`src/rtl/pie_pkg.sv`:
```
package pie_pkg;
    typedef enum logic [1:0] {
        S_IDLE  = 2'd0,
        S_RUN   = 2'd1,
        S_DONE  = 2'd2,
        S_FAULT = 2'd3
    } pie_state_e;

    localparam int unsigned PIE_NOPS = 3;
    localparam int unsigned PIE_OP_RD  = 0;
    localparam int unsigned PIE_OP_RS1 = 1;
    localparam int unsigned PIE_OP_RS2 = 2;
endpackage

```
`src/rtl/pie_vl_window.sv`:
```
module pie_vl_window #(
    parameter int unsigned XLEN = 32,
    parameter int unsigned VL_W = $clog2(XLEN + 1)
) (
    input  logic [VL_W-1:0] vl,
    output logic [XLEN-1:0] window
);
    // Bit i is enabled when i < vl; vl above XLEN enables every bit.
    for (genvar i = 0; i < XLEN; i++) begin : g_bit
        assign window[i] = (32'(vl) > 32'(i));
    end
endmodule

```
`src/rtl/pie_first_set.sv`:
```
module pie_first_set #(
    parameter int unsigned W     = 32,
    parameter int unsigned IDX_W = $clog2(W)
) (
    input  logic [W-1:0]     bits,
    output logic [IDX_W-1:0] idx
);
    // Lowest set bit wins; scan downward so the last hit is the lowest.
    always_comb begin
        idx = '0;
        for (int i = W - 1; i >= 0; i--) begin
            if (bits[i]) begin
                idx = IDX_W'(i);
            end
        end
    end
endmodule

```
`src/rtl/pie_operand_gen.sv`:
```
module pie_operand_gen #(
    parameter int unsigned NREG  = 32,
    parameter int unsigned REG_W = $clog2(NREG),
    parameter int unsigned IDX_W = 5,
    parameter int unsigned NOPS  = 3
) (
    input  logic [NOPS-1:0][REG_W-1:0] base,
    input  logic [IDX_W-1:0]           idx,
    output logic [NOPS-1:0][REG_W-1:0] reg_out,
    output logic                       overflow
);
    localparam int unsigned SUM_W = ((REG_W > IDX_W) ? REG_W : IDX_W) + 1;

    logic [NOPS-1:0] op_ovf;

    for (genvar g = 0; g < NOPS; g++) begin : g_op
        logic [SUM_W-1:0] sum;
        assign sum        = SUM_W'(base[g]) + SUM_W'(idx);
        assign reg_out[g] = sum[REG_W-1:0];
        assign op_ovf[g]  = (sum > SUM_W'(NREG - 1));
    end

    assign overflow = |op_ovf;
endmodule

```
`src/rtl/pred_issue_expander.sv`:
```
module pred_issue_expander
    import pie_pkg::*;
#(
    parameter  int unsigned XLEN  = 32,
    parameter  int unsigned NREG  = 32,
    parameter  int unsigned OPC_W = 7,
    localparam int unsigned REG_W = $clog2(NREG),
    localparam int unsigned IDX_W = $clog2(XLEN),
    localparam int unsigned VL_W  = $clog2(XLEN + 1)
) (
    input  logic             clk,
    input  logic             rst_n,
    input  logic             in_valid,
    output logic             in_ready,
    input  logic [OPC_W-1:0] in_opcode,
    input  logic [REG_W-1:0] in_rd,
    input  logic [REG_W-1:0] in_rs1,
    input  logic [REG_W-1:0] in_rs2,
    input  logic [VL_W-1:0]  in_vl,
    input  logic [XLEN-1:0]  in_mask,
    input  logic             fifo_ready,
    output logic             uop_valid,
    output logic [OPC_W-1:0] uop_opcode,
    output logic [REG_W-1:0] uop_rd,
    output logic [REG_W-1:0] uop_rs1,
    output logic [REG_W-1:0] uop_rs2,
    output logic [IDX_W-1:0] uop_elem,
    output logic             done,
    output logic             error
);
    pie_state_e state_q, state_nx;

    logic [OPC_W-1:0]                 opc_q;
    logic [PIE_NOPS-1:0][REG_W-1:0]   base_q;
    logic [XLEN-1:0]                  pend_q;

    logic [XLEN-1:0]                  vl_window;
    logic [XLEN-1:0]                  eff_mask;
    logic [IDX_W-1:0]                 cur_idx;
    logic [XLEN-1:0]                  cur_bit;
    logic [XLEN-1:0]                  pend_after;
    logic [PIE_NOPS-1:0][REG_W-1:0]   cur_regs;
    logic                             cur_ovf;
    logic                             accept_in;
    logic                             issue_fire;

    // Mask of elements below the vector length.
    pie_vl_window #(
        .XLEN (XLEN),
        .VL_W (VL_W)
    ) u_window (
        .vl     (in_vl),
        .window (vl_window)
    );

    assign eff_mask = in_mask & vl_window;

    // Next pending element.
    pie_first_set #(
        .W     (XLEN),
        .IDX_W (IDX_W)
    ) u_first (
        .bits (pend_q),
        .idx  (cur_idx)
    );

    // Register numbers for that element and range check.
    pie_operand_gen #(
        .NREG  (NREG),
        .REG_W (REG_W),
        .IDX_W (IDX_W),
        .NOPS  (PIE_NOPS)
    ) u_operands (
        .base     (base_q),
        .idx      (cur_idx),
        .reg_out  (cur_regs),
        .overflow (cur_ovf)
    );

    assign cur_bit    = XLEN'(1) << cur_idx;
    assign pend_after = pend_q & ~cur_bit;
    assign accept_in  = (state_q == S_IDLE) && in_valid;
    assign issue_fire = (state_q == S_RUN) && !cur_ovf && fifo_ready;

    // Next-state logic.
    always_comb begin
        state_nx = state_q;
        unique case (state_q)
            S_IDLE: begin
                if (in_valid) begin
                    state_nx = (|eff_mask) ? S_RUN : S_DONE;
                end
            end
            S_RUN: begin
                if (cur_ovf) begin
                    state_nx = S_FAULT;
                end else if (fifo_ready && (pend_after == '0)) begin
                    state_nx = S_DONE;
                end
            end
            S_DONE:  state_nx = S_IDLE;
            S_FAULT: state_nx = S_IDLE;
            default: state_nx = S_IDLE;
        endcase
    end

    // State register.
    always_ff @(posedge clk or negedge rst_n) begin
        if (!rst_n) begin
            state_q <= S_IDLE;
        end else begin
            state_q <= state_nx;
        end
    end

    // Instruction and pending-element registers.
    always_ff @(posedge clk or negedge rst_n) begin
        if (!rst_n) begin
            opc_q  <= '0;
            base_q <= '0;
            pend_q <= '0;
        end else if (accept_in) begin
            opc_q              <= in_opcode;
            base_q[PIE_OP_RD]  <= in_rd;
            base_q[PIE_OP_RS1] <= in_rs1;
            base_q[PIE_OP_RS2] <= in_rs2;
            pend_q             <= eff_mask;
        end else if (issue_fire) begin
            pend_q <= pend_after;
        end
    end

    // Outputs.
    always_comb begin
        in_ready   = (state_q == S_IDLE);
        uop_valid  = (state_q == S_RUN) && !cur_ovf;
        uop_opcode = opc_q;
        uop_rd     = cur_regs[PIE_OP_RD];
        uop_rs1    = cur_regs[PIE_OP_RS1];
        uop_rs2    = cur_regs[PIE_OP_RS2];
        uop_elem   = cur_idx;
        done       = (state_q == S_DONE) || (state_q == S_FAULT);
        error      = (state_q == S_FAULT);
    end
endmodule

```
`config.mk`:
```
export PLATFORM = sky130hd
export DESIGN_NAME = pred_issue_expander
export DESIGN_NICKNAME = d
export VERILOG_FILES = /design/src/rtl/pie_pkg.sv /design/src/rtl/pie_vl_window.sv /design/src/rtl/pie_first_set.sv /design/src/rtl/pie_operand_gen.sv /design/src/rtl/pred_issue_expander.sv
export SDC_FILE = /design/constraint.sdc
export NUM_CORES = 1
export LEC_CHECK = 0
export BUFFER_PORTS_ARGS = -buffer_cell sky130_fd_sc_hd__buf_2
export CORE_ASPECT_RATIO = 0.9
export CORE_UTILIZATION = 57
export DETAILED_ROUTE_END_ITERATION = 8
export GPL_TIMING_DRIVEN = 0
export PLACE_DENSITY = 0.88
export SLEW_MARGIN = 0
export SYNTH_ARGS = -nofsm -noshare
export SYNTH_HDL_FRONTEND = slang
export SYNTH_SLANG_ARGS = --single-unit
```
`constraint.sdc`:
```
create_clock -name clk -period 7.44 [get_ports clk]
set_input_delay 0.744 -clock clk [delete_from_list [all_inputs] [get_ports clk]]
set_output_delay 0.744 -clock clk [all_outputs]
set_load 0.02 [all_outputs]
```
# == Word-level counts from Yosys, hierarchy flattened ==
# Index checks and enable logic that the tools add are counted.
# word_totals
ff_bits,56
inputBits,64
out_inout_bits,31
# classes
addsub,3
n_lt_le_gt_ge,35
eq_ne,5
n_shift,1
mux,39
n_bitwise,3
reduce_logical,13
# ops
op,n
5-bit 2-to-1 mux,32
"6-bit by 5-bit greater-than comparator with 1-bit output, second input constant",19
32-bit AND,2
32-bit 2-to-1 mux,2
"6-bit by 4-bit greater-than comparator with 1-bit output, second input constant",8
32-bit logical NOT,1
32-bit inverter,1
32-bit OR reduction,1
"1-bit by 5-bit << shifter with 32-bit output, first input constant",1
"6-bit by 3-bit greater-than comparator with 1-bit output, second input constant",4
5-bit by 5-bit adder with 6-bit output,3
"6-bit by 1-bit greater-than comparator with 1-bit output, second input constant",2
"6-bit by 2-bit greater-than comparator with 1-bit output, second input constant",2
2-bit 2-to-1 mux,4
2-bit case mux with 3 select lines,1
"2-bit equality test, second input constant",2
1-bit logical AND,4
"3-bit inequality test, second input constant",1
3-bit OR reduction,1
"2-bit by 1-bit equality test with 1-bit output, second input constant",1
2-bit logical NOT,1
"2-bit inequality test, second input constant",1
2-bit AND reduction,1
2-bit nonzero test,1
other kinds (3),3

# == Longest topological paths before layout ==
# Gate-level depths: netlist of the first run.
# depth
word_depth,40
mapped_depth,18
depth_no_buf,16

# == Cells and area by module ==
# Synthesis of the first run repeated with hierarchy kept, for this count alone.
# unflattened
hier_cells,534
hier_area_um2,4165.2
# by_module_without_submodules
module,n_inst,cells_each,area_per_inst_um2
pred_issue_expander,1,355,2977.9
pie_operand_gen,1,55,494.2
pie_first_set,1,63,365.4
pie_vl_window,1,61,327.8

# == Least setup slack after synthesis of the first run ==
# Ideal clock, no wire load.
# synth_path
kind,register to register
from,reg pend_q[19]
to,reg pend_q[11]
setup_time_ns,0.122
t_arrival_ns,4.276
required_time_ns,7.318
slack_ns,3.043
stages_incl_launch_ff,16
n_path_buf,0
path_cell_list,dfrtp_1 nor4_1 nand2_1 a31o_2 a22oi_2 clkinv_1 ha_1 a21o_1 a21oi_1 nor2b_1 o21ai_0 nand4_1 nor2_1 nand2_1 or4_1 a32o_1
# synth_via
elab_chain_cells,27
elab_cells_between_ends,36
# synth_lines
element,line,text
start: declaration,pred_issue_expander.sv:35,logic [XLEN-1:0] pend_q;
start signal: assignment,pred_issue_expander.sv:127,pend_q <= eff_mask;
start signal: assignment,pred_issue_expander.sv:129,pend_q <= pend_after;
5-bit 2-to-1 mux * (20 in a row),pie_first_set.sv:12,if (bits[i]) begin
named net uop_elem[1],pred_issue_expander.sv:27,"output logic [IDX_W-1:0] uop_elem,"
5-bit by 5-bit adder with 6-bit output,pie_operand_gen.sv:18,assign sum = SUM_W'(base[g]) + SUM_W'(idx);
6-bit by 5-bit greater-than comparator with 1-bit output,pie_operand_gen.sv:20,assign op_ovf[g] = (sum > SUM_W'(NREG - 1));
3-bit OR reduction *,pie_operand_gen.sv:23,assign overflow = |op_ovf;
1-bit logical NOT *,--,
1-bit logical AND *,--,
named net uop_valid,pred_issue_expander.sv:22,"output logic uop_valid,"
1-bit logical AND *,pred_issue_expander.sv:83,assign issue_fire = (state_q == S_RUN) && !cur_ovf && fifo_ready;
2-bit nonzero test (no source line) *,--,
# Mark *: on every way through the listed nets, which the timed path passes. The rest lies on a longest branch. The select of a mux whose other input is x is not followed.
# A chain may end at the register's enable or synchronous reset.

# == Worst setup path in the final report of the first run ==
# layout_path
from,reg pend_q[23]
to,out uop_valid
# layout_via
elab_chain_cells,29
elab_cells_between_ends,33
# layout_lines
element,line,text
5-bit 2-to-1 mux * (24 in a row),pie_first_set.sv:12,
5-bit by 5-bit adder with 6-bit output,pie_operand_gen.sv:18,
6-bit by 5-bit greater-than comparator with 1-bit output,pie_operand_gen.sv:20,
3-bit OR reduction *,pie_operand_gen.sv:23,
1-bit logical NOT *,pred_issue_expander.sv:136,uop_valid = (state_q == S_RUN) && !cur_ovf;
1-bit logical AND *,pred_issue_expander.sv:136,
end: declaration,pred_issue_expander.sv:22,
# Every way passes the cells marked *; elsewhere a longest branch is shown, timed or not.

==> results of run 1 <==
==> flip-flops by register name, summed over array words and instances (netlist names) <==
signal      cells
base_q         15
pend_q         32
state_q         2
uop_opcode      7
==> worst max-delay path, cell delays in order (launching register included) <==
cell and delay [ps]:
dfrtp_1 480, nor2_1 240, o311ai_0 170, a31o_2 300
a22oi_2 430, clkinv_1 640, ha_1 520, a21o_1 160
a21oi_1 220, nor2b_1 70, o21ai_0 230, nand4_1 220
nor2_1 560, buf_2 290
==> logic make-up (layout without fill, tap and decap cells) <==
logic type | Yosys count | after routing | share of synthesized area
and+or+nand+nor | 228 | 228 | 0.264
AOI/OAI and AO/OA | 192 | 192 | 0.283
DFF | 56 | 56 | 0.341
buffers and inverters | 32 | 133 | 0.0293
adders and majority gates | 19 | 19 | 0.0628
xor gates and xnor gates | 9 | 9 | 0.0192
==> cell usage after synthesis (all sizes together) (6+ instances only) <==
library cell,number
ha,15
o31ai,7
nor3,8
nor2b,12
dfrtp,56
clkbuf,21
xnor2,6
a21oi,44
o21ai,90
or4,8
nor4,12
nand4,7
and2,7
nand2,92
nor2,50
nand3,12
a21o,9
inv,9
==> placed cells by master (no fill, tap or decap), drive strengths merged, types with 8 or more instances in the layout <==
master   n
a21o     9
a21oi   44
buf     94
clkbuf  26
dfrtp   56
ha      15
inv     10
nand2   92
nand3   12
nor2    50
nor2b   12
nor3     8
nor4    12
o21ai   90
or4      8
==> final timing paths <==
check	start	to	depth (start not counted)
max reg2reg	pend_q[23]	pend_q[11]	15
max in group asynchronous	rst_n	base_q[13]	1
min reg2reg	uop_opcode[0]	uop_opcode[0]	2
min in group clk	uop_opcode[0]	uop_opcode[0]	2
max	pend_q[23]	uop_valid	13
min	rst_n	pend_q[12]	1
==> metal layers <==
metal | routed length [um] | up-vias | global-route usage
li1 | - | 2151 | -
met1 | 5810 | 2200 | 0.533
met2 | 6320 | 389 | 0.605
met3 | 1910 | 71 | 0.107
met4 | 516 | 0 | 0.157
met5 | 0 | - | 0
==> final cells by class <==
| type | count | share of cell area |
|---|---|---|
| flip-flops and latches | 56 | 0.293 |
| inverters | 10 | 0.00785 |
| repair buffers | 93 | 0.0979 |
| plain buffers | 22 | 0.0173 |
| clock inverters | 3 | 0.00576 |
| clock buffers | 5 | 0.0144 |
| multi-input cells | 448 | 0.540 |
| well taps | 90 | 0.0236 |
==> per-stage QoR <==
| step | util | hold WS [ps] | cell area, um^2 | worst slack [ps] | std cells |
|---|---|---|---|---|---|
| 4_1_cts | 0.707 | 483 | 4780 | 1980 | 727 |
| 3_5_place_dp | 0.692 | 456 | 4680 | 2070 | 719 |
| 3_3_place_gp | 0.692 | 454 | 4680 | 2190 | 719 |
| 5_1_grt | 0.707 | 504 | 4780 | 1590 | 727 |
| 2_1_floorplan | - | 448 | 4100 | 3040 | 536 |
| 6_report | 0.707 | 449 | 4780 | 1830 | 727 |
==> summary.txt, run 1 <==
Critical path
  • CP max FO: 14
  • Crit. End Element: primary output
  • Flop-to-flop setup slack: 1840 ps
  • WS Path Type: reg2out
  • Required @ worst endpoint: 6700 ps
  • Worst endpoint data arrival time: 4870 ps
  • Setup crit start kind: register

Worst hold path
  • Worst min-delay path class: in2async

Finish
  • Ant. Diodes: 0
  • Register area: 0.00140 mm^2
  • Area of the multi-input gates: 0.00258 mm^2
  • Area grow syn2layout: 16.5%
  • Final nets: 718
  • Number of fill cells in the layout: 558
  • Share of post-route cells with drive strength above 1: 0.184

CTS
  • Sink Count: 56
  • Clock Latency Late Sink: 330 ps
  • Clock-pin slew on the worst setup and hold paths: 120 ps
  • Postcts setup bufs: 0
  • TritonCTS Buffers: 5
  • H-tree depth: 2
  • Clock Tree Buf Depth: 2
  • Post-CTS resize count: 0
  • Root Buffer: clkbuf_8
  • Hold-fix buffers, CTS: 0
  • CTS tree: built

STA
  • Setup TNS: 0 ps
  • Worst slew pin tran: 894 ps
  • Unrepaired setup endpoints after global routing: false
  • Fmax: 178 MHz
  • Slew margin rel.: 0.397
  • Crit share post-route: 0.755
  • Clock Skew: 15.7 ps
  • Fin crit period: 5610 ps
  • Final setup fails: 0
  • Hold Violations, Final: 0
  • Slew Limit Fails: 0

Yosys
  • Yosys warnings: 0
  • Most common flop cell mapped by yosys: dfrtp_1
  • Top cells by area, synth: dfrtp_1, o21ai_0, nand2_1, a21oi_1, ha_1
  • Top cell type's share of synthesized area: 0.341
  • Leading area contributor after synthesis: dfrtp_1
  • Synthesized netlist cell count: 536
  • Mapped cell area: 0.00410 mm^2
  • #FFs+latches synth: 56
  • Number of synthesized flops with an enable pin: 0
  • Sequential area share after synthesis: 0.341
  • Synthesized area per cell: 7.66 um^2
  • Synthesized Nets: 618
  • Synth async-reset ratio: 1.00
  • Synth unique cells: 59

Floorplan
  • Starting Density: 0.607
  • Core Area: 0.00676 mm^2
  • Chip width: 91.4 um
  • Die H: 82.5 um
  • Io pins: 95
  • Site Rows: 28
  • DIE AREA: 0.00754 mm^2

GRT
  • Vias in the first global route: 4350
  • Initial antenna violation count: 0
  • Largest net degree at the start of global routing: 57
  • Grt ovf: 0
  • Tot GR Track Use: 0.394
  • First-pass GRT wire length: 22500 um

Flow run
  • Max Cap Viol: 0

Route
  • DR WL/cell: 20.0 um
  • Iteration-0 DRC Markers: 747
  • Final ANT Viol Nets: 0
  • DRT Pass-1 Iters: 6
  • Vias: 4811
  • Remaining DRCs: 0
  • Mean number of vias per cell: 6.62
  • Routed WL: 14600 um

Placed design
  • GPL Wtd Cong: 1.08
  • Detailed-placement wirelength estimate: 11200 um
  • Number of port buffers: 93

Run status
  • Status: finished, final reports clean
Power of run 1 is left out: the tool's default activity adds up to more than one toggle a clock period on the data nets, which glitch-free logic cannot reach.
==> run 2: changes to the inputs <==
--- a/config.mk
+++ b/config.mk
@@ -7,10 +7,10 @@
 export LEC_CHECK = 0
 export BUFFER_PORTS_ARGS = -buffer_cell sky130_fd_sc_hd__buf_2
 export CORE_ASPECT_RATIO = 0.9
-export CORE_UTILIZATION = 57
+export CORE_UTILIZATION = 55
 export DETAILED_ROUTE_END_ITERATION = 8
 export GPL_TIMING_DRIVEN = 0
-export PLACE_DENSITY = 0.88
+export PLACE_DENSITY = 0.85
 export SLEW_MARGIN = 0
 export SYNTH_ARGS = -nofsm -noshare
 export SYNTH_HDL_FRONTEND = slang
==> constraint.sdc (replaced) <==
create_clock -name clk -period 5.5 [get_ports clk]
set_input_delay 0.55 -clock clk [delete_from_list [all_inputs] [get_ports clk]]
set_output_delay 0.55 -clock clk [all_outputs]
set_load 0.02 [all_outputs]
==> run 2 against run 1 <==
Compared with the run above:
- core utilization decreased by 3.5 points
- sequential share of layout area fell by 0.14 points
- worst setup slack worse by 1700 ps
- first-iteration DRC count fell by 31%
- non-clock buffer count up 2
- hold slack worse by 200 ps
- clock skew hardly changed
- highest routed layer unchanged
==> summary.txt, run 2 (synthesis gave the netlist of run 1 again) <==
Route
  • Final ANT Viol Nets: 0 (unchanged)
  • Iteration-0 DRC Markers: 513 (-31%)
  • Remaining DRCs: 0 (unchanged)
  • DRT Pass-1 Iters: 7 (+1)
  • Routed WL: 14300 um (-2.0%)
  • Mean number of vias per cell: 6.46 (-2.4%)
  • Vias: 4732 (-1.6%)
  • DR WL/cell: 19.5 um (-2.8%)

Placed design
  • GPL Wtd Cong: 1.02 (-5.2%)
  • Detailed-placement wirelength estimate: 11000 um (-2.0%)
  • Number of port buffers: 93 (unchanged)

GRT
  • First-pass GRT wire length: 22500 um (-0.24%)
  • Grt ovf: 0 (unchanged)
  • Initial antenna violation count: 1 (+1)
  • Largest net degree at the start of global routing: 57 (unchanged)
  • Tot GR Track Use: 0.375 (-0.0194)
  • Vias in the first global route: 4367 (+0.39%)

CTS
  • Clock Tree Buf Depth: 2 (unchanged)
  • Sink Count: 56 (unchanged)
  • Clock-pin slew on the worst setup and hold paths: 120 ps (about the same)
  • CTS tree: built
  • H-tree depth: 2 (unchanged)
  • Root Buffer: clkbuf_8
  • Clock Latency Late Sink: 330 ps (about the same)
  • Hold-fix buffers, CTS: 0 (unchanged)
  • TritonCTS Buffers: 5 (unchanged)

STA
  • Setup TNS: 0 ps (unchanged)
  • Crit share post-route: 0.972
  • Final setup fails: 0 (unchanged)
  • Unrepaired setup endpoints after global routing: false
  • Clock Skew: 15.6 ps (-0.0370 ps)
  • Slew margin rel.: 0.391 (-0.00611)
  • Fin crit period: 5340 ps
  • Worst slew pin tran: 903 ps (+9.06 ps)
  • Slew Limit Fails: 0 (unchanged)
  • Hold Violations, Final: 0 (unchanged)
  • Fmax: 187 MHz

Run status
  • Status: finished, final reports clean

Floorplan
  • Site Rows: 29 (+3.6%)
  • Core Area: 0.00715 mm^2 (+5.7%)
  • Starting Density: 0.574 (-0.0328)
  • DIE AREA: 0.00781 mm^2 (+3.6%)
  • Chip width: 93.1 um (+1.8%)
  • Io pins: 95 (unchanged)
  • Die H: 84.0 um (+1.8%)

Critical path
  • Crit. End Element: register
  • Worst endpoint data arrival time: 5570 ps (+700 ps)
  • R2R depth: 16 (+1)
  • Setup crit start kind: register
  • Worst Setup SP: pend_q[27]
  • CP max FO: 10 (-4)
  • WS Path Type: reg2reg
  • Worst R2R Start: pend_q[27]
  • Required @ worst endpoint: 5730 ps (-970 ps)

Finish
  • Commonest non-fill, non-tap cells in the layout: buf_2, nand2_1, o21ai_0
  • Final nets: 720 (+0.28%)
  • Share of post-route cells with drive strength above 1: 0.188 (+0.00412)
  • Area grow syn2layout: 17.0%
  • Number of fill cells in the layout: 596 (+6.8%)
  • Commonest non-fill, non-tap cell in the layout: buf_2
  • Max reg flops: 32 (unchanged)
  • Biggest register: pend_q

Worst hold path
  • Worst min-delay path class: in2async

Flow run
  • Max Cap Viol: 0 (unchanged)
run 2: cell count changes in the layout (fill, tap and decap cells not counted):
cell	previous run	this run
inv_6	0	2
clkinv_4	1	0
diode_2	0	1
clkinvlp_4	1	2
buf_4	1	3
inv_8	1	0
clkinv_1	1	0
run 2: final timing paths:
path	endpoint	slack (ps)
worst max-delay path	pend_q[11]	160
worst min-delay path	base_q[6]	250
worst max register to register	pend_q[11]	160
worst min register to register	uop_opcode[5]	490
max in group asynchronous	pend_q[10]	4760
min in group clk	base_q[0]	400
run 2: layout make-up:
type / instances / area, um^2 / area share
clock buffers: 5 / 68.8 / 0.0143
multi-input cells: 448 / 2580 / 0.538
clock inverters: 3 / 25.0 / 0.00521
repair buffers: 95 / 483 / 0.101
diodes: 1 / 2.50 / 0.000521
plain buffers: 22 / 82.6 / 0.0172
inverters: 10 / 41.3 / 0.00860
flip-flops and latches: 56 / 1400 / 0.292
well taps: 93 / 116 / 0.0242
run 2: worst max-delay path: stages (launching register included):
cell      delay (ps)
dfrtp_1          480
inv_1            170
a221oi_1         100
or4_1            440
a21oi_1          250
clkbuf_1         330
o21ai_0          420
ha_1             390
a21o_1           180
a21oi_1          220
nor2b_1           70
o21ai_0          250
nand4_1          220
nor2_1           500
nand2_1          370
or4_1            550
a32o_1           290
run 2: what timing repair did:
action / 4_1_cts / 5_1_grt
buffers inserted: 0 / 2
resized for setup: 0 / 1
setup endpoints to repair: 0 / 25
run 2: metrics by stage:
stage                     instance area, um^2  cells  hold slack, ps  worst slack [ps]  utilization
after floorplan                          4100    536             254              1100            -
after global placement                   4690    722             455               221        0.656
after detailed placement                 4690    722             461               260        0.656
after CTS                                4780    730             401               222        0.669
after global routing                     4800    732             321              10.7        0.672
final                                    4800    733             252               156        0.672
run 2: per-layer routing:
metal / up-vias / track usage / part of all wire
met5: - / 0 / 0
met1: 2186 / 0.536 / 0.42
li1: 2161 / - / -
met4: 0 / 0.122 / 0.031
met2: 329 / 0.556 / 0.43
met3: 56 / 0.0911 / 0.12
Power of run 2 is left out for the same reason.
